$ cat config.mk
export PLATFORM = sky130hd
export DESIGN_NAME = mbox_irq_unit
export DESIGN_NICKNAME = d
export VERILOG_FILES = /design/src/rtl/mbox_irq_pkg.sv /design/src/rtl/mbox_port_watch.sv /design/src/rtl/mbox_flag.sv /design/src/rtl/mbox_irq_unit.sv
export SDC_FILE = /design/constraint.sdc
export NUM_CORES = 1
export LEC_CHECK = 0
export ABC_AREA = 0
export CAP_MARGIN = 5
export CELL_PAD_IN_SITES_DETAIL_PLACEMENT = 0
export CELL_PAD_IN_SITES_GLOBAL_PLACEMENT = 1
export CORE_AREA = 10 10 47 49
export CTS_CLUSTER_DIAMETER = 80
export DETAILED_ROUTE_END_ITERATION = 12
export DIE_AREA = 0 0 57 59
export DONT_BUFFER_PORTS = 1
export PLACE_DENSITY = 0.53
export SKIP_LAST_GASP = 1
export SYNTH_ARGS = -nofsm -noshare
export SYNTH_HDL_FRONTEND = slang
export SYNTH_SLANG_ARGS = --single-unit
$ cat constraint.sdc
create_clock -name clk -period 1 [get_ports clk]
set_clock_uncertainty 0.2 [all_clocks]
set_input_delay 0.15 -clock clk [delete_from_list [all_inputs] [get_ports clk]]
set_output_delay 0.15 -clock clk [all_outputs]
set_load 0.02 [all_outputs]
$ cat src/rtl/mbox_irq_pkg.sv
`timescale 1ns/1ps
package mbox_irq_pkg;

  // Active-low access qualifiers of one memory port.
  typedef struct packed {
    logic cs_n;
    logic wr_n;
    logic oe_n;
  } port_ctl_t;

  localparam int unsigned NUM_SIDES = 2;

  // Side 0 is the left port, side 1 the right port.
  // The right mailbox is the top address; the left one sits just below it.
  function automatic int unsigned box_offset(int unsigned side);
    return (side == 0) ? 1 : 0;
  endfunction

endpackage

$ cat src/rtl/mbox_port_watch.sv
`timescale 1ns/1ps
module mbox_port_watch #(
  parameter int unsigned         ADDR_W   = 10,
  parameter logic [ADDR_W-1:0]   OWN_BOX  = '1,
  parameter logic [ADDR_W-1:0]   PEER_BOX = '1
) (
  input  logic                     clk,
  input  logic                     rst_n,
  input  mbox_irq_pkg::port_ctl_t  ctl,
  input  logic [ADDR_W-1:0]        addr,
  output logic                     post_evt,
  output logic                     take_evt
);

  logic post_lvl, take_lvl;
  logic post_lvl_q, take_lvl_q;

  // Complete qualifier sets for posting to the peer and taking from self.
  always_comb begin
    post_lvl = !ctl.cs_n && !ctl.wr_n && (addr == PEER_BOX);
    take_lvl = !ctl.cs_n && ctl.wr_n && !ctl.oe_n && (addr == OWN_BOX);
  end

  always_ff @(posedge clk or negedge rst_n) begin
    if (!rst_n) begin
      post_lvl_q <= 1'b0;
      take_lvl_q <= 1'b0;
    end else begin
      post_lvl_q <= post_lvl;
      take_lvl_q <= take_lvl;
    end
  end

  // The event fires only in the cycle the last qualifier arrives.
  always_comb begin
    post_evt = post_lvl && !post_lvl_q;
    take_evt = take_lvl && !take_lvl_q;
  end

endmodule

$ cat src/rtl/mbox_flag.sv
`timescale 1ns/1ps
module mbox_flag (
  input  logic clk,
  input  logic rst_n,
  input  logic set_evt,
  input  logic clr_evt,
  output logic irq_n
);

  logic flag_en;
  logic flag_nxt;
  logic flag_q;

  // Set has priority so a message arriving with a clear is kept.
  always_comb begin
    flag_en  = set_evt || clr_evt;
    flag_nxt = set_evt ? 1'b0 : 1'b1;
  end

  always_ff @(posedge clk or negedge rst_n) begin
    if (!rst_n) begin
      flag_q <= 1'b1;
    end else if (flag_en) begin
      flag_q <= flag_nxt;
    end
  end

  assign irq_n = flag_q;

  AST_SET_WINS: assert property (@(posedge clk) disable iff (!rst_n)
    set_evt |=> !irq_n);

  AST_CLEAR_RELEASES: assert property (@(posedge clk) disable iff (!rst_n)
    (clr_evt && !set_evt) |=> irq_n);

  AST_QUIET_HOLDS: assert property (@(posedge clk) disable iff (!rst_n)
    (!set_evt && !clr_evt) |=> $stable(irq_n));

endmodule

$ cat src/rtl/mbox_irq_unit.sv
`timescale 1ns/1ps
module mbox_irq_unit #(
  parameter int unsigned ADDR_W = 10
) (
  input  logic              clk,
  input  logic              rst_n,
  input  logic              lt_cs_n,
  input  logic              lt_wr_n,
  input  logic              lt_oe_n,
  input  logic [ADDR_W-1:0] lt_addr,
  input  logic              rt_cs_n,
  input  logic              rt_wr_n,
  input  logic              rt_oe_n,
  input  logic [ADDR_W-1:0] rt_addr,
  output logic              lt_irq_n,
  output logic              rt_irq_n
);
  import mbox_irq_pkg::*;

  localparam logic [ADDR_W-1:0] TOP_ADDR = '1;
  localparam logic [ADDR_W-1:0] BOX_LT   = TOP_ADDR - ADDR_W'(box_offset(0));
  localparam logic [ADDR_W-1:0] BOX_RT   = TOP_ADDR - ADDR_W'(box_offset(1));

  // Reset: asserted asynchronously, released on the clock.
  logic [1:0] rst_pipe;
  logic       rst_sync_n;

  always_ff @(posedge clk or negedge rst_n) begin
    if (!rst_n) begin
      rst_pipe <= 2'b00;
    end else begin
      rst_pipe <= {rst_pipe[0], 1'b1};
    end
  end
  assign rst_sync_n = rst_pipe[1];

  port_ctl_t         ctl_v  [NUM_SIDES];
  logic [ADDR_W-1:0] addr_v [NUM_SIDES];
  logic [NUM_SIDES-1:0] post_v, take_v, irq_v;

  always_comb begin
    ctl_v[0]  = '{cs_n: lt_cs_n, wr_n: lt_wr_n, oe_n: lt_oe_n};
    ctl_v[1]  = '{cs_n: rt_cs_n, wr_n: rt_wr_n, oe_n: rt_oe_n};
    addr_v[0] = lt_addr;
    addr_v[1] = rt_addr;
  end

  for (genvar s = 0; s < NUM_SIDES; s++) begin : g_side
    localparam logic [ADDR_W-1:0] OWN  = (s == 0) ? BOX_LT : BOX_RT;
    localparam logic [ADDR_W-1:0] PEER = (s == 0) ? BOX_RT : BOX_LT;

    mbox_port_watch #(
      .ADDR_W   (ADDR_W),
      .OWN_BOX  (OWN),
      .PEER_BOX (PEER)
    ) u_watch (
      .clk      (clk),
      .rst_n    (rst_sync_n),
      .ctl      (ctl_v[s]),
      .addr     (addr_v[s]),
      .post_evt (post_v[s]),
      .take_evt (take_v[s])
    );

    // A side's flag is set by the peer's post and cleared by its own take.
    mbox_flag u_flag (
      .clk     (clk),
      .rst_n   (rst_sync_n),
      .set_evt (post_v[NUM_SIDES-1-s]),
      .clr_evt (take_v[s]),
      .irq_n   (irq_v[s])
    );
  end

  assign lt_irq_n = irq_v[0];
  assign rt_irq_n = irq_v[1];

  AST_RT_SET_SOURCE: assert property (@(posedge clk) disable iff (!rst_sync_n)
    $fell(rt_irq_n) |-> $past(!lt_cs_n && !lt_wr_n && lt_addr == BOX_RT));

  AST_LT_SET_SOURCE: assert property (@(posedge clk) disable iff (!rst_sync_n)
    $fell(lt_irq_n) |-> $past(!rt_cs_n && !rt_wr_n && rt_addr == BOX_LT));

  AST_RT_CLR_SOURCE: assert property (@(posedge clk) disable iff (!rst_sync_n)
    $rose(rt_irq_n) |-> $past(!rt_cs_n && rt_wr_n && !rt_oe_n && rt_addr == BOX_RT));

  AST_LT_CLR_SOURCE: assert property (@(posedge clk) disable iff (!rst_sync_n)
    $rose(lt_irq_n) |-> $past(!lt_cs_n && lt_wr_n && !lt_oe_n && lt_addr == BOX_LT));

endmodule

# After elaboration in Yosys (flattened, before gate mapping)
# Cells that the tools add are included.
# totals
input_bits	28
regBits	8
elab_cells	39
# classes
muxes	2
n_reduce_logical	26
eq_ne	4
# ops
operator	count
$eq 10x10->1 const B	4
$logic_and 1x1->1	14
$logic_not 1->1	10
$logic_or 1x1->1	2
$mux 1	2

# Longest topological paths before layout
# Gate-level depths: netlist of run 1.
# depth
ltp_word	6
ltp_mapped	3
depth_no_buf	3

# Cells and area by module
# From an unflattened synthesis of run 1, not the netlist that was laid out.
# hier_totals
hier_cells	33
hier_area_um2	392.9
# by_module_without_submodules
module	instances	area_per_inst_um2	cells_each
mbox_port_watch (g_side[0].u_watch)	1	135.1	13
mbox_port_watch (g_side[1].u_watch)	1	131.4	13
mbox_flag	2	36.3	2
mbox_irq_unit	1	53.8	3

# Worst setup path before layout of run 1
# No wires, ideal clock.
# synth_timing
path_type	flip-flop to flip-flop
from	register g_side[0].u_watch.take_lvl_q
to	register g_side[0].u_flag.flag_q
setup_time_ns	0.061
path_buffers	0
path_stages_with_launch	4
synth_period_minus_slack_ns	1.293
t_arrival_ns	1.032
slack_ns	-0.293
path_cell_list	dfrtp_1 or3b_1 o41ai_2 o31a_1
# synth_via
elab_chain_cells	3
# synth_rtl
element	line_no	rtl
from (decl)	mbox_port_watch.sv:16	logic post_lvl_q, take_lvl_q;
from (signal assigned)	mbox_port_watch.sv:30	take_lvl_q <= take_lvl;
$logic_not 1->1	mbox_port_watch.sv:37	take_evt = take_lvl && !take_lvl_q;
$logic_and 1x1->1	mbox_port_watch.sv:37	
$logic_or 1x1->1	mbox_flag.sv:16	flag_en = set_evt || clr_evt;
to (signal assigned)	mbox_flag.sv:24	flag_q <= flag_nxt;
to (decl)	mbox_flag.sv:12	logic flag_q;
# No other way between the ends.
# A chain may end at the register's enable or synchronous reset.

# Worst setup path in the final report of run 1
# Ends and elaborated chain as after synthesis.

==> results.txt, run 1 <==
* Outcome: finished with violations
- Violated checks: negative hold slack, negative setup slack
- Switch Pwr: approximately 130 uW
- The number of placed instances, taps included, is 52.
- After detailed routing, the average wire length per cell comes to 16.5 um.
- The clock passes through at most 2 buffers.
* Maximum clock frequency: 0.740 GHz
- Overflow left after global routing: 0
- Post-route setup TNS: -1.17 ns
- Number of hold-repair buffers added at the cts stage: 2
- Clock latency of the later-clocked register in the worst-skew pair: 0.25 ns
- Combinational share of power: 6.0%
- The worst-case IR drop observed on VDD is roughly 0.42 mV.
* Most crowded layer after global routing: met2
- STA classifies the critical path endpoint as a register.
- Standard-cell rows: 14
- The clock net in this run drives a total of 8 sinks.
* Arrival time reported for the critical path endpoint: 1.34 ns
* Post-layout instance count excluding filler cells: 57
- Of the cells placed in the final design, the portion with a size suffix greater than 1 is about a third.
* Primary FF master, synth: sky130_fd_sc_hd__dfrtp_1
- Global-route met2 utilization: between 8 and 9%
- Type of origin of the critical path: register
- Synth Warn #: 0
- After legalization and detailed placement, the total HPWL measured 823 um.
- Worst hold margin: -0.232 ns
* Post-CTS setup-driven buffer insertion count: 0
* Initial detailed-routing violation count: 1
* Final Worst Setup Slack: -0.351 ns
* Met1 Usage GRT: 5.80%
- Internal: 506 uW
* Detailed-routing iteration count for the pre-antenna-repair pass: 2
- Nets@finish: 70
- Number of flops mapped to enable cells by yosys: 0
* Standard cell area after detailed placement: 440 um2
- Placer Congestion: a little under 0.8
- Utilization of the core after routing: roughly a third
- Min cycle time layout: 1.35 ns
- Die span in x: 57 um
- Worst setup path category: register to register
* Via count of the first global-routing pass: 373
- Final routed DRC violation total: 0
- Number of fill cells in the layout: 149
- The die is roughly 59 um tall.
* Antenna-violating nets left: 0
* Cell chosen for the clock root: sky130_fd_sc_hd__clkbuf_4
- Cell taking the most area after synthesis: sky130_fd_sc_hd__dfrtp_1
- Pin count of the biggest net entering global routing: 7
* Netlist cell types: 18
- Cells taking the most area after synthesis: sky130_fd_sc_hd__dfrtp_1, sky130_fd_sc_hd__dfstp_2, sky130_fd_sc_hd__nand4_1, sky130_fd_sc_hd__nor4_1, sky130_fd_sc_hd__or3b_1
- Port Buffers: 0
- Max FO, Critical Path: 1
* Clock transition at path regs: 0.06 ns
* Starting density of the core: 26.5%
- Seq. cell area: 203 um2
- Pre-CTS worst setup slack: -0.343 ns
- When the netlist entered floorplanning its net count stood at 60.
* Diodes inserted: 0
* Met3 global-route usage: 4.51%
* Placeable core region: 1400 um2
- Number of buffers created by CTS: 3
- Max-slew violation count: 0
* Number of antenna violations at the first check in global routing: 0
* Portion of the clock cycle consumed by the worst path in the final layout: 135%
- Count of H-tree levels built during CTS: 1
- Static Leak: about 0.19 nW
- Synthesis produced a netlist whose cell count is 32.
- Total wire length: 941 um
- The first global-routing pass estimated 1580 um of wire.
* Synth-to-layout area growth: 31.0%
* Total routing resource utilization after global routing: 5.78%
- Dividing total power by cell area gives a power density of 1300 nW/um2.
- For this run, the register share of the synthesized area comes to ~55%.
* CTS tree: built
- Post-route standard cell area excluding fillers: 487 um2
* Synth top cells by count: sky130_fd_sc_hd__dfrtp_1, sky130_fd_sc_hd__nand4_1, sky130_fd_sc_hd__inv_1, sky130_fd_sc_hd__nor4_1
- The detailed router placed 290 vias in this run.
- Critical Path RT: 0.99 ns
- After detailed routing, the number of vias per cell comes to about 5.
- Net switching fraction of the power: 20.2%
- The top cell type by area accounts for 40.4% of the synthesized area.
- Synthesized cell area: approximately 370 um2
- Proportion of register bits with asynchronous set or reset after synthesis: 100%
- Setup violations remaining at the end of the flow were counted as 4.
- Synthesis inferred 8 register bits.
* Floorplan die area: about 3400 um2
* Total area of multi-input combinational cells: ~170 um2
- In this run, the clock network consumes between 40% and 50% of the power.
* Final Hold Viols: 12
* Most instantiated library cell after synthesis: sky130_fd_sc_hd__dfrtp_1
- Setup repair after global routing could not meet its margin everywhere.
- Number of primary I/O pins: 30
- Worst min-delay path category: input port to register
* Share of power burned in registers: 52.9%
- Max Cap Violations: 0
- In this run the mean area of a mapped cell was 11.6 um2.
==> critical path, stage by stage, from the launching register on <==
cell and delay (ns):
sky130_fd_sc_hd__dfrtp_1 0.35, sky130_fd_sc_hd__or3b_1 0.36, sky130_fd_sc_hd__o41ai_2 0.21, sky130_fd_sc_hd__o31a_1 0.17
==> area by class of cell <==
class	count	share of cell area, %
tap	16	4.11
clock buffer	4	5.40
sequential	8	41.6
inverter	3	2.31
timing repair buffer	5	11.6
multi-input combinational	21	35.0
==> metrics by stage <==
step | power (mW) | hold slack (ns)
finish | 0.634 | -0.232
floorplan | 0.363 | -0.346
global placement | 0.373 | -0.346
global route | 0.678 | -0.251
CTS | 0.659 | -0.248
detailed placement | 0.374 | -0.346
==> path summary, 6_finish.rpt <==
path                       cells past startpoint  slack (ns)                          from                           end
min                                            1       -0.23                       rt_cs_n  g_side[1].u_watch.take_lvl_q
max in group asynchronous                      0        0.45                   rst_pipe[1]        g_side[1].u_flag.irq_n
max                                            3       -0.35  g_side[0].u_watch.take_lvl_q        g_side[0].u_flag.irq_n
min reg2reg                                    0       -0.11                   rst_pipe[1]  g_side[1].u_watch.post_lvl_q
min in group asynchronous                      0       -0.11                   rst_pipe[1]  g_side[1].u_watch.post_lvl_q
max reg2reg                                    3       -0.35  g_side[0].u_watch.take_lvl_q        g_side[0].u_flag.irq_n
==> layer usage <==
metal  part of all wire, %  wire (um)  vias up
met3                    18        170        0
met2                    44        412       19
li1                      -          -      141
met1                    38        357      130
met5                     0          0        -
met4                     0          0        0
==> power groups by stage <==
stage	Combinational [mW]	Sequential (mW)	Clock, mW
2_1_floorplan	0.0223	0.341	0
3_3_place_gp	0.0317	0.341	0
3_5_place_dp	0.0327	0.341	0
4_1_cts	0.0414	0.336	0.282
5_1_grt	0.0425	0.337	0.299
6_report	0.0381	0.336	0.260
==> repair_timing <==
| item | 4_1_cts | 5_1_grt |
|---|---|---|
| endpoints found under the hold margin | 12 | 12 |
| setup endpoints to repair | 4 | 6 |
| gates resized for setup | 2 | 0 |
==> placed cells by master, fill, tap and decap left out, drive strengths merged <==
cell	netlist	final
nand4bb	1	1
o41ai	1	1
a2bb2oi	1	1
nor4	3	3
or4	1	1
clkbuf	0	4
conb	1	1
nand2b	1	1
dfrtp	6	6
inv	3	3
or2	1	1
dfstp	2	2
nor2	1	1
nand3b	1	1
o31a	1	1
nor3	1	1
nand4	4	4
buf	0	4
dlygate4sd3	0	1
or3b	3	3
==> logic make-up after synthesis <==
| logic type | share of synthesized area, % |
|---|---|
| AND/OR/NAND/NOR | 32.3 |
| AO/OA/AOI/OAI | 9.09 |
| flip-flops | 54.5 |
| other | 1.01 |
| buffers and inverters | 3.03 |
==> sequential cells by signal, indices dropped and copies added, names as in the netlist <==
signal and flops:
g_side.u_watch.post_lvl_q 2, g_side.u_watch.take_lvl_q 2, g_side.u_flag.irq_n 2, rst_pipe 2
(Power assumes the default switching activity.)
==> run 2: changes to the inputs <==
==> constraint.sdc (replaced) <==
create_clock -name clk -period 1 [get_ports clk]
set_clock_uncertainty 0.2 [all_clocks]
set_input_delay 0.15 -clock clk [delete_from_list [all_inputs] [get_ports clk]]
set_output_delay 0.15 -clock clk [all_outputs]
set_load 0.05 [all_outputs]
==> results.txt, run 2 (synthesized netlist as in run 1, its figures left out) <==
- In the global route stage, overall resource usage came out at 5.78%.
* Violated checks: negative hold slack, negative setup slack
- Pin count of the biggest net entering global routing: 7
* Number of primary I/O pins: 30
* Portion of the clock cycle consumed by the worst path in the final layout: 135%
- Clk sinks: 8
* M1 WL: 357 um
- Setup repair after global routing could not meet its margin everywhere.
- Outcome: finished with violations
* Drt wl/cell: around 17 um
- Commonest non-fill, non-tap cell in the layout: sky130_fd_sc_hd__dfrtp_1
- The worst setup path is launched from a register.
- In this run the static leakage power is 0.192 nW.
- The die covers 3360 um2.
* Power density over the cells: about 1300 nW/um2
- In the layout the commonest cells are sky130_fd_sc_hd__dfrtp_1, sky130_fd_sc_hd__nand4_1, sky130_fd_sc_hd__inv_1, sky130_fd_sc_hd__clkbuf_4.
- Min cycle time layout: 1.35 ns
- Starting density of the core: a little over a quarter
- Final Worst Setup Slack: -0.350 ns
- DR WL met3: about 170 um
- Max Cap Violations: 0
* DR vias: between 200 and 300
- VDD sags by at most 0.423 mV.
* Diodes inserted: 0
- The setup path with the least slack is of type register to register.
* Share of power burned in registers: a little over half
- Measured in cells, the most critical reg-to-reg path has a length of 3.
- Final hold analysis gives a worst-case slack of -0.232 ns.
- Nets@finish: 70
- Standard-cell rows: 14
- In this run, the number of DRC markers left after iteration 0 of detailed routing was 1.
* Worst hold stages: 1
- Die span in x: 57 um
- Port Buffers: 0
- For this run, the share of the core covered by cells in the final layout is 35.0%.
- The number of endpoints with negative hold slack in the final report was 12.
- Post-CTS setup-driven buffer insertion count: 0
- Number of hold-repair buffers added at the cts stage: 2
- Final routed DRC violation total: 0
- CTS Buffer Depth: 2
- Via count of the first global-routing pass: 373
- Setup slack on the worst reg-to-reg path comes out at -0.35 ns.
- The clock reaches the later pin of the worst-skew pair after 0.25 ns.
- Along the worst path, the maximum fanout reaches 1.
- Arrival time reported for the critical path endpoint: 1.34 ns
* Number of fill cells in the layout: approximately 150
- Fraction of final layout cells sized beyond drive strength 1: 34.1%
- Total half-perimeter wirelength after legalization and detailed placement: 823 um
- The internal portion of the total power is 506 uW.
- Final-report setup violation count: 4
* Antenna-violating nets left: 0
* Power consumption: between 600 and 700 uW
- Switch Pwr: 131 uW
* Cell chosen for the clock root: sky130_fd_sc_hd__clkbuf_4
* Endpoint of the worst register-to-register path: g_side[0].u_flag.irq_n
- In the routed layout, each cell is associated on average with a via count of ~5.
- Wire length on met2: 412 um
- Worst hold path endpoint: g_side[1].u_watch.take_lvl_q
- CTS tree: built
- The first global-routing pass estimated between 1500 and 2000 um of wire.
- Seq. cell area: 203 um2
- Critical Path RT: 0.99 ns
- Die height: 59 um
- In this run the number of H-tree levels came out at 1.
- Worst reg2reg startpoint: g_side[0].u_watch.take_lvl_q
* Synth-to-layout area growth: 32.0%
* Number of antenna violations at the first check in global routing: 0
- Number of buffers created by CTS: 3
- Clock-pin slew was measured on the worst setup and hold paths at 0.06 ns.
- The max-slew violation count was 0.
* Launch instance of the worst min-delay path: rt_cs_n
* Placeable core region: 1400 um2
- The highest metal layer carrying signal wires in the routed design is met3.
- Net switching fraction of the power: 20.5%
- CP endpoint kind: register
- The share of total power dissipated in the clock network is 40.9%.
- Standard cell area after detailed placement: around 440 um2
* Post-route standard cell area excluding fillers: 490 um2
- Total area of multi-input combinational cells: approximately 170 um2
- Pre-CTS worst setup slack: -0.343 ns
- Before antenna repair, the detailed router went through 2 iterations.
* Total wire length: 941 um
- Combinational share of power: 6.4%
- Maximum clock frequency: between 0.7 and 0.8 GHz
- Routability-driven placement finished with a final weighted congestion of ~0.8.
* Overflow left after global routing: 0
* Worst min-delay path category: input port to register
## run 2: cell counts in the layout (fill, tap and decap cells not counted)
No cell type changed its count.
## run 2: metal layers
metal / track usage [%] / vias up
li1: - / 141
met1: 5.80 / 130
met2: 8.06 / 19
met3: 4.51 / 0
met4: 4.03 / 0
met5: 0 / -
## run 2: worst max path at each step
| stage | from | endpoint | slack [ns] | depth (start not counted) |
|---|---|---|---|---|
| 5_1_grt | g_side[0].u_watch.take_lvl_q | g_side[0].u_flag.irq_n | -0.43 | 3 |
| 6_report | g_side[0].u_watch.take_lvl_q | g_side[0].u_flag.irq_n | -0.35 | 3 |
| 3_3_place_gp | g_side[1].u_watch.take_lvl_q | g_side[1].u_flag.irq_n | -0.33 | 3 |
| 4_1_cts | g_side[0].u_watch.take_lvl_q | g_side[0].u_flag.irq_n | -0.36 | 3 |
| 3_5_place_dp | g_side[0].u_watch.take_lvl_q | g_side[0].u_flag.irq_n | -0.34 | 3 |
| 2_1_floorplan | g_side[0].u_watch.take_lvl_q | g_side[0].u_flag.irq_n | -0.29 | 3 |
## run 2: what timing repair did
item	CTS	global route
hold endpoints to repair	12	12
gates resized for setup	3	0
pin swaps	0	0
setup endpoints to repair	4	6
## run 2: worst max-delay path, cell delays in order, from the launching register on
cell and delay (ns):
sky130_fd_sc_hd__dfrtp_1 0.35, sky130_fd_sc_hd__or3b_1 0.36, sky130_fd_sc_hd__o41ai_2 0.21, sky130_fd_sc_hd__o31a_1 0.17
## run 2: cell type report
cell class / count / share of cell area, %
flip-flops and latches: 8 / 41.3
well taps: 16 / 4.08
repair buffers: 5 / 12.2
inverters: 3 / 2.30
multi-input cells: 21 / 34.7
clock buffers: 4 / 5.36
## run 2: per-stage QoR
stage	std cells	TNS, ns
2_1_floorplan	32	-0.660
3_3_place_gp	52	-0.909
3_5_place_dp	52	-1.08
4_1_cts	58	-1.30
5_1_grt	57	-1.45
6_report	57	-1.23
## run 2: power by group through the flow
stage          combinational (mW)  sequential (mW)  clock, mW
5_1_grt                    0.0452            0.337      0.299
4_1_cts                    0.0442            0.336      0.282
3_5_place_dp               0.0350            0.341          0
6_report                   0.0409            0.336      0.260
3_3_place_gp               0.0339            0.341          0
2_1_floorplan              0.0223            0.343          0
